[src/rtl/rtc_pkg.sv]
package rtc_pkg;
  localparam int NFLD = 8;
  typedef logic [NFLD-1:0][7:0] tod_t;

  localparam int F_HS   = 0;
  localparam int F_SEC  = 1;
  localparam int F_MIN  = 2;
  localparam int F_HR   = 3;
  localparam int F_DOW  = 4;
  localparam int F_DATE = 5;
  localparam int F_MON  = 6;
  localparam int F_YR   = 7;

  localparam logic [3:0] A_CMD = 4'hB;
  localparam logic [3:0] A_MON = 4'h9;

  function automatic logic [6:0] bcd2bin(logic [7:0] b);
    int v;
    v = int'(b[7:4]) * 10 + int'(b[3:0]);
    return 7'(v);
  endfunction

  function automatic logic [7:0] bin2bcd(logic [6:0] v);
    int t;
    int u;
    t = int'(v) / 10;
    u = int'(v) % 10;
    return {4'(t), 4'(u)};
  endfunction

  // hour register (either encoding) -> 0..23
  function automatic logic [6:0] hr_to_bin(logic [7:0] h);
    int h12;
    if (h[6]) begin
      h12 = int'(bcd2bin({3'b000, h[4:0]}));
      if (h12 == 12) h12 = 0;
      return 7'(h12 + (h[5] ? 12 : 0));
    end
    return bcd2bin({2'b00, h[5:0]});
  endfunction

  // 0..23 -> hour register in the requested encoding
  function automatic logic [7:0] hr_from_bin(logic [6:0] b, logic twelve);
    int v;
    logic pm;
    logic [7:0] t;
    v = int'(b);
    if (twelve) begin
      pm = (v >= 12);
      v = v % 12;
      if (v == 0) v = 12;
      t = bin2bcd(7'(v));
      return {2'b01, pm, t[4:0]};
    end
    t = bin2bcd(b);
    return {2'b00, t[5:0]};
  endfunction

  function automatic logic [6:0] days_in_month(logic [6:0] m, logic [6:0] y);
    case (m)
      7'd2:                      return (y[1:0] == 2'b00) ? 7'd29 : 7'd28;
      7'd4, 7'd6, 7'd9, 7'd11:   return 7'd30;
      default:                   return 7'd31;
    endcase
  endfunction

  function automatic logic [7:0] field_wmask(int f);
    case (f)
      F_SEC, F_MIN, F_HR: return 8'h7F;
      F_DOW:              return 8'h07;
      F_DATE:             return 8'h3F;
      F_MON:              return 8'h1F;
      default:            return 8'hFF;
    endcase
  endfunction

  // {valid, field index}
  function automatic logic [3:0] fld_of_addr(logic [3:0] a);
    case (a)
      4'h0: return {1'b1, 3'(F_HS)};
      4'h1: return {1'b1, 3'(F_SEC)};
      4'h2: return {1'b1, 3'(F_MIN)};
      4'h4: return {1'b1, 3'(F_HR)};
      4'h6: return {1'b1, 3'(F_DOW)};
      4'h8: return {1'b1, 3'(F_DATE)};
      4'h9: return {1'b1, 3'(F_MON)};
      4'hA: return {1'b1, 3'(F_YR)};
      default: return 4'h0;
    endcase
  endfunction

  function automatic tod_t tod_reset();
    tod_t t;
    t = '0;
    t[F_DOW]  = 8'h01;
    t[F_DATE] = 8'h01;
    t[F_MON]  = 8'h01;
    return t;
  endfunction
endpackage

[src/rtl/bcd_wrap_inc.sv]
module bcd_wrap_inc #(
  parameter int MAXV = 59
) (
  input  logic [7:0] val,
  input  logic       en,
  output logic [7:0] nval,
  output logic       wrap
);
  import rtc_pkg::*;
  localparam logic [6:0] MAXB = 7'(MAXV);

  logic [6:0] bin;
  always_comb begin
    bin  = bcd2bin(val);
    wrap = en && (bin >= MAXB);
    if (!en)       nval = val;
    else if (wrap) nval = 8'h00;
    else           nval = bin2bcd(bin + 7'd1);
  end
endmodule

[src/rtl/rtc_carry_chain.sv]
module rtc_carry_chain (
  input  rtc_pkg::tod_t cur,
  output rtc_pkg::tod_t nxt,
  output logic          sec_wrap,
  output logic          min_wrap,
  output logic          day_wrap,
  output logic          mon_wrap,
  output logic          yr_wrap
);
  import rtc_pkg::*;

  logic [7:0] sec_n, min_n, yr_n;
  logic [6:0] hr_b, date_b, mon_b, dim;
  logic       hr_wrap;

  bcd_wrap_inc #(.MAXV(59)) u_sec (.val(cur[F_SEC]), .en(1'b1),     .nval(sec_n), .wrap(sec_wrap));
  bcd_wrap_inc #(.MAXV(59)) u_min (.val(cur[F_MIN]), .en(sec_wrap), .nval(min_n), .wrap(min_wrap));
  bcd_wrap_inc #(.MAXV(99)) u_yr  (.val(cur[F_YR]),  .en(mon_wrap), .nval(yr_n),  .wrap(yr_wrap));

  always_comb begin
    hr_b    = hr_to_bin(cur[F_HR]);
    date_b  = bcd2bin(cur[F_DATE]);
    mon_b   = bcd2bin(cur[F_MON]);
    dim     = days_in_month(mon_b, bcd2bin(cur[F_YR]));
    hr_wrap = min_wrap && (hr_b >= 7'd23);
    day_wrap = hr_wrap && (date_b >= dim);
    mon_wrap = day_wrap && (mon_b >= 7'd12);

    nxt        = cur;
    nxt[F_SEC] = sec_n;
    nxt[F_MIN] = min_n;
    nxt[F_YR]  = yr_n;
    if (min_wrap)
      nxt[F_HR] = hr_from_bin(hr_wrap ? 7'd0 : hr_b + 7'd1, cur[F_HR][6]);
    if (hr_wrap) begin
      nxt[F_DOW]  = (cur[F_DOW] >= 8'h07 || cur[F_DOW] == 8'h00) ? 8'h01 : cur[F_DOW] + 8'h01;
      nxt[F_DATE] = day_wrap ? 8'h01 : bin2bcd(date_b + 7'd1);
    end
    if (day_wrap)
      nxt[F_MON] = mon_wrap ? 8'h01 : bin2bcd(mon_b + 7'd1);
  end
endmodule

[src/rtl/rtc_sqw_gen.sv]
module rtc_sqw_gen #(
  parameter int HALF = 16
) (
  input  logic clk,
  input  logic rst_n,
  input  logic run_en,
  output logic wave
);
  localparam int CW = $clog2(HALF + 1);
  localparam logic [CW-1:0] LAST = CW'(HALF - 1);

  logic [CW-1:0] cnt;
  always_ff @(posedge clk or negedge rst_n) begin
    if (!rst_n) begin
      cnt  <= '0;
      wave <= 1'b0;
    end else if (run_en) begin
      if (cnt == LAST) begin
        cnt  <= '0;
        wave <= ~wave;
      end else begin
        cnt <= cnt + 1'b1;
      end
    end
  end
endmodule

[src/rtl/rtc_dbl_clock.sv]
module rtc_dbl_clock #(
  parameter int SQW_HALF = 16
) (
  input  logic       clk,
  input  logic       rst_n,
  input  logic       tick_100hz,
  input  logic       host_wr,
  input  logic [3:0] host_addr,
  input  logic [7:0] host_wdata,
  output logic [7:0] host_rdata,
  output logic       sqw_wave,
  output logic       sqw_drive
);
  import rtc_pkg::*;

  tod_t            int_q, vis_q, pend_q;
  tod_t            int_adv, int_d, vis_d, chain_nxt;
  logic [NFLD-1:0] dirty_q, dirty_d;
  logic            te_q, osc_off_q, sqw_off_q;

  // named events
  logic tick_run, hs_roll, resume_evt, cmd_wr, ctl_wr, time_wr, mode_conv;
  logic sec_wrap, min_wrap, day_wrap, mon_wrap, yr_wrap;
  logic [3:0] wdec;
  logic [2:0] wsel;
  logic [7:0] wval, src_hr;

  rtc_carry_chain u_chain (
    .cur(int_q), .nxt(chain_nxt),
    .sec_wrap(sec_wrap), .min_wrap(min_wrap), .day_wrap(day_wrap),
    .mon_wrap(mon_wrap), .yr_wrap(yr_wrap)
  );

  rtc_sqw_gen #(.HALF(SQW_HALF)) u_sqw (
    .clk(clk), .rst_n(rst_n), .run_en(~osc_off_q), .wave(sqw_wave)
  );
  assign sqw_drive = ~sqw_off_q;

  assign tick_run   = tick_100hz & ~osc_off_q;
  assign hs_roll    = tick_run && (int_q[F_HS] == 8'h99);
  assign wdec       = fld_of_addr(host_addr);
  assign wsel       = wdec[2:0];
  assign time_wr    = host_wr && wdec[3];
  assign cmd_wr     = host_wr && (host_addr == A_CMD);
  assign ctl_wr     = host_wr && (host_addr == A_MON);
  assign resume_evt = cmd_wr && host_wdata[7] && !te_q;
  assign src_hr     = te_q ? int_q[F_HR] : vis_q[F_HR];
  assign mode_conv  = time_wr && (int'(wsel) == F_HR) && (host_wdata[6] != src_hr[6]);

  always_comb begin
    if (mode_conv) wval = hr_from_bin(hr_to_bin(src_hr), host_wdata[6]);
    else           wval = host_wdata & field_wmask(int'(wsel));
  end

  // working count after this cycle's tick
  always_comb begin
    int_adv = int_q;
    if (hs_roll) begin
      int_adv       = pend_q;
      int_adv[F_HS] = 8'h00;
    end else if (tick_run) begin
      int_adv[F_HS] = bin2bcd(bcd2bin(int_q[F_HS]) + 7'd1);
    end
  end

  always_comb begin
    int_d   = int_adv;
    vis_d   = vis_q;
    dirty_d = dirty_q;
    if (te_q && tick_run) vis_d = int_adv;
    if (resume_evt) begin
      for (int f = 0; f < NFLD; f++) begin
        if (dirty_q[f]) int_d[f] = vis_q[f];
        else            vis_d[f] = int_adv[f];
      end
      dirty_d = '0;
    end
    if (time_wr) begin
      vis_d[wsel] = wval;
      if (te_q) int_d[wsel] = wval;
      else      dirty_d[wsel] = 1'b1;
    end
  end

  always_ff @(posedge clk or negedge rst_n) begin
    if (!rst_n) begin
      int_q     <= tod_reset();
      vis_q     <= tod_reset();
      pend_q    <= '0;
      dirty_q   <= '0;
      te_q      <= 1'b1;
      osc_off_q <= 1'b1;
      sqw_off_q <= 1'b1;
    end else begin
      int_q   <= int_d;
      vis_q   <= vis_d;
      dirty_q <= dirty_d;
      // carry prepared during the 99 slot, applied at rollover
      if (int_q[F_HS] == 8'h99) pend_q <= chain_nxt;
      if (cmd_wr) te_q <= host_wdata[7];
      if (ctl_wr) begin
        osc_off_q <= host_wdata[7];
        sqw_off_q <= host_wdata[6];
      end
    end
  end

  always_comb begin
    host_rdata = 8'h00;
    if (wdec[3]) host_rdata = vis_q[wsel];
    if (host_addr == A_MON) host_rdata = {osc_off_q, sqw_off_q, 1'b0, vis_q[F_MON][4:0]};
    if (host_addr == A_CMD) host_rdata = {te_q, 7'b0};
  end
endmodule

[config.mk]
export PLATFORM = sky130hd
export DESIGN_NAME = rtc_dbl_clock
export DESIGN_NICKNAME = d
export VERILOG_FILES = /design/src/rtl/rtc_pkg.sv /design/src/rtl/bcd_wrap_inc.sv /design/src/rtl/rtc_carry_chain.sv /design/src/rtl/rtc_sqw_gen.sv /design/src/rtl/rtc_dbl_clock.sv
export SDC_FILE = /design/constraint.sdc
export NUM_CORES = 1
export LEC_CHECK = 0
export BUFFER_PORTS_ARGS = -buffer_cell sky130_fd_sc_hd__buf_2
export CORE_AREA = 2 2 221 223
export CTS_CLUSTER_DIAMETER = 30
export DETAILED_ROUTE_END_ITERATION = 10
export DIE_AREA = 0 0 223 225
export PLACE_DENSITY = 0.65
export SLEW_MARGIN = 20
export SYNTH_ARGS = -nofsm -noshare
export SYNTH_HDL_FRONTEND = slang
export SYNTH_HIERARCHICAL = 1
export SYNTH_SLANG_ARGS = --single-unit
export TNS_END_PERCENT = 5
[constraint.sdc]
create_clock -name clk -period 10.9 [get_ports clk]
set_input_delay 1.635 -clock clk [delete_from_list [all_inputs] [get_ports clk]]
set_output_delay 1.635 -clock clk [all_outputs]
set_load 0.01 [all_outputs]
==> results.yml <==
synthesis:
  ys_warn_count: 6
  synthesis.nets: 2866
  syn_area_um2: 21200
  synth_area_per_cell_um2: 7.82
  synth_cells: 2710
route:
  wl_met2_mm: 27.8
  dr_total_vias: 20768
  wl_mm: 61.2
  met3WireLength_mm: 3.82
  drtAntennaViolNets: 0
  drt-wirelength-per-cell_um: 18.5
  drc: 0
  via_per_inst: 6.27
  drt-met1-wl_mm: 28.1
  routed.top_layer: "met4"
  firstDrtPassIters: 5
  drtIter0Drc: 1596
grt:
  grt_usage_pct: 24.1
  grt_pass1_wl_mm: 101
  grt_pass1_vias: 19357
  grt_max_degree: 118
  grt_overflow: 0
  antenna_found_initial: 0
clocking:
  cts_resized: 0
  cts_max_level: 2
  clockBufferDepth: 3
  cts_buffers: 41
  cts_tree: "built"
  clock_latency_ps: 540
  postCtsSetupBuffers: 0
  cts_hold_buf: 0
  cts_sinks: 201
  clk_pin_slew_ps: 50
  root_buffer: "clkbuf_16"
critical_path:
  critPathSlowestCell: "fa_1"
  worstPathRequired_ps: 11310
  start_kind: "flop"
  timing.critical_path.mode_cell: "nor2_1"
  regToRegSetupSlack_ps: 2000
  critPathKind: "reg -> reg"
  slowest_delay_ps: 550
  cp-end-kind: "flop"
  worstPathArrival_ps: 9310
  path_max_fanout: 10
worst_hold_path:
  hold_class: "reg -> reg"
cells_and_area:
  drive_gt1_share_pct: 10.2
  n_antenna_cell: 0
  area_growth_pct: 8.94
  final_util_pct: 48.5
  fin_nets: 2821
job:
  cap_violations: 0
placed_design:
  port_buffers: 25
  dp.final_hpwl_mm: 44.3
  routabilityCongestion: 0.922
run_status:
  status: "complete, no violations"
timing:
  max_freq_ghz: 0.112
  rsz0062_at_grt: "false"
  hold_viol: 0
  fin_tns_setup_ps: 0
  drv_slew: 0
  fin_crit_sh_pct: 81.6
  fin_crit_ps: 8900
  relSlewSlack_pct: 26.8
  tightest_slew_ps: 1090
  fin_skew_ps: 25.3
  setup_viol: 0
floorplan:
  core_um2: 47500
  core.rowCount: 80
  die_h_um: 225
  io_pins: 26
  start_util_pct: 44.6
  die_x_um: 223
  die_area_um2: 50200
==> routing by layer <==
layer	vias up	global-route usage (%)
li1	9920	-
met3	102	2.71
met5	-	0
met1	10005	34.0
met2	741	38.7
met4	0	7.34
==> placed cells by master (no fill, tap or decap), drive strengths merged, types with 20 or more instances in the layout <==
cell type and n:
nand2 482, nor2 222, o21ai 201, dfrtp 192
a21oi 173, ha 124, inv 107, nand3 95
o211ai 89, mux2i 88, nor3 61, xnor2 56
clkbuf 49, a211oi 48, buf 43, a31oi 42
and2 32, xor2 32, and3 31, a21o 30
nand2b 26, nor4 24, o31ai 22, nand4 21
o22ai 20
==> per-stage QoR <==
stage | hold WS [ps] | setup WS (ps) | instance area (um2) | instances
6_report | 472 | 2000 | 23100 | 3312
5_1_grt | 489 | 1360 | 23100 | 3312
4_1_cts | 476 | 2160 | 23100 | 3312
3_5_place_dp | 458 | 2220 | 21600 | 3237
3_3_place_gp | 457 | 2610 | 21600 | 3237
2_1_floorplan | 445 | 3010 | 21200 | 2710
==> registers in the layout (all words and copies together), names as in the netlist <==
name / flops
dirty_q: 8
int_q: 64
osc_off_q: 1
pend_q: 56
sqw_off_q: 1
te_q: 1
u_sqw/cnt: 5
u_sqw/wave: 1
vis_q: 64
==> critical path, delay by kind of cell, from the launching register on <==
kind / cells / cell delay [ps]
XOR/XNOR: 1 / 160
multiplexers: 2 / 690
buffers and inverters: 3 / 500
adder cells (fa/ha/maj): 6 / 1930
flip-flops: 1 / 450
AND/OR/NAND/NOR: 16 / 3580
AO/OA/AOI/OAI: 6 / 1430
==> path summary, 6_finish.rpt <==
| kind | startpoint | end | cells past startpoint |
|---|---|---|---|
| min in group asynchronous | rst_n | pend_q[49] | 1 |
| min reg2reg | pend_q[58] | pend_q[58] | 2 |
| max reg2reg | int_q[13] | pend_q[25] | 34 |
| max in group asynchronous | rst_n | pend_q[38] | 2 |
| max | int_q[13] | pend_q[25] | 34 |
| min | pend_q[58] | pend_q[58] | 2 |
==> cell type report <==
class | count | area, um2
Clock buffer | 48 | 1110
Tap cell | 615 | 769
Clock inverter | 27 | 314
Inverter | 102 | 390
Sequential cell | 201 | 5040
Multi-Input combinational cell | 2275 | 15200
Fill cell | 4521 | 24500
Timing Repair Buffer | 44 | 280
Power is not shown: default switching activity piles up to over one toggle a cycle in this logic, so the estimate is an artifact.
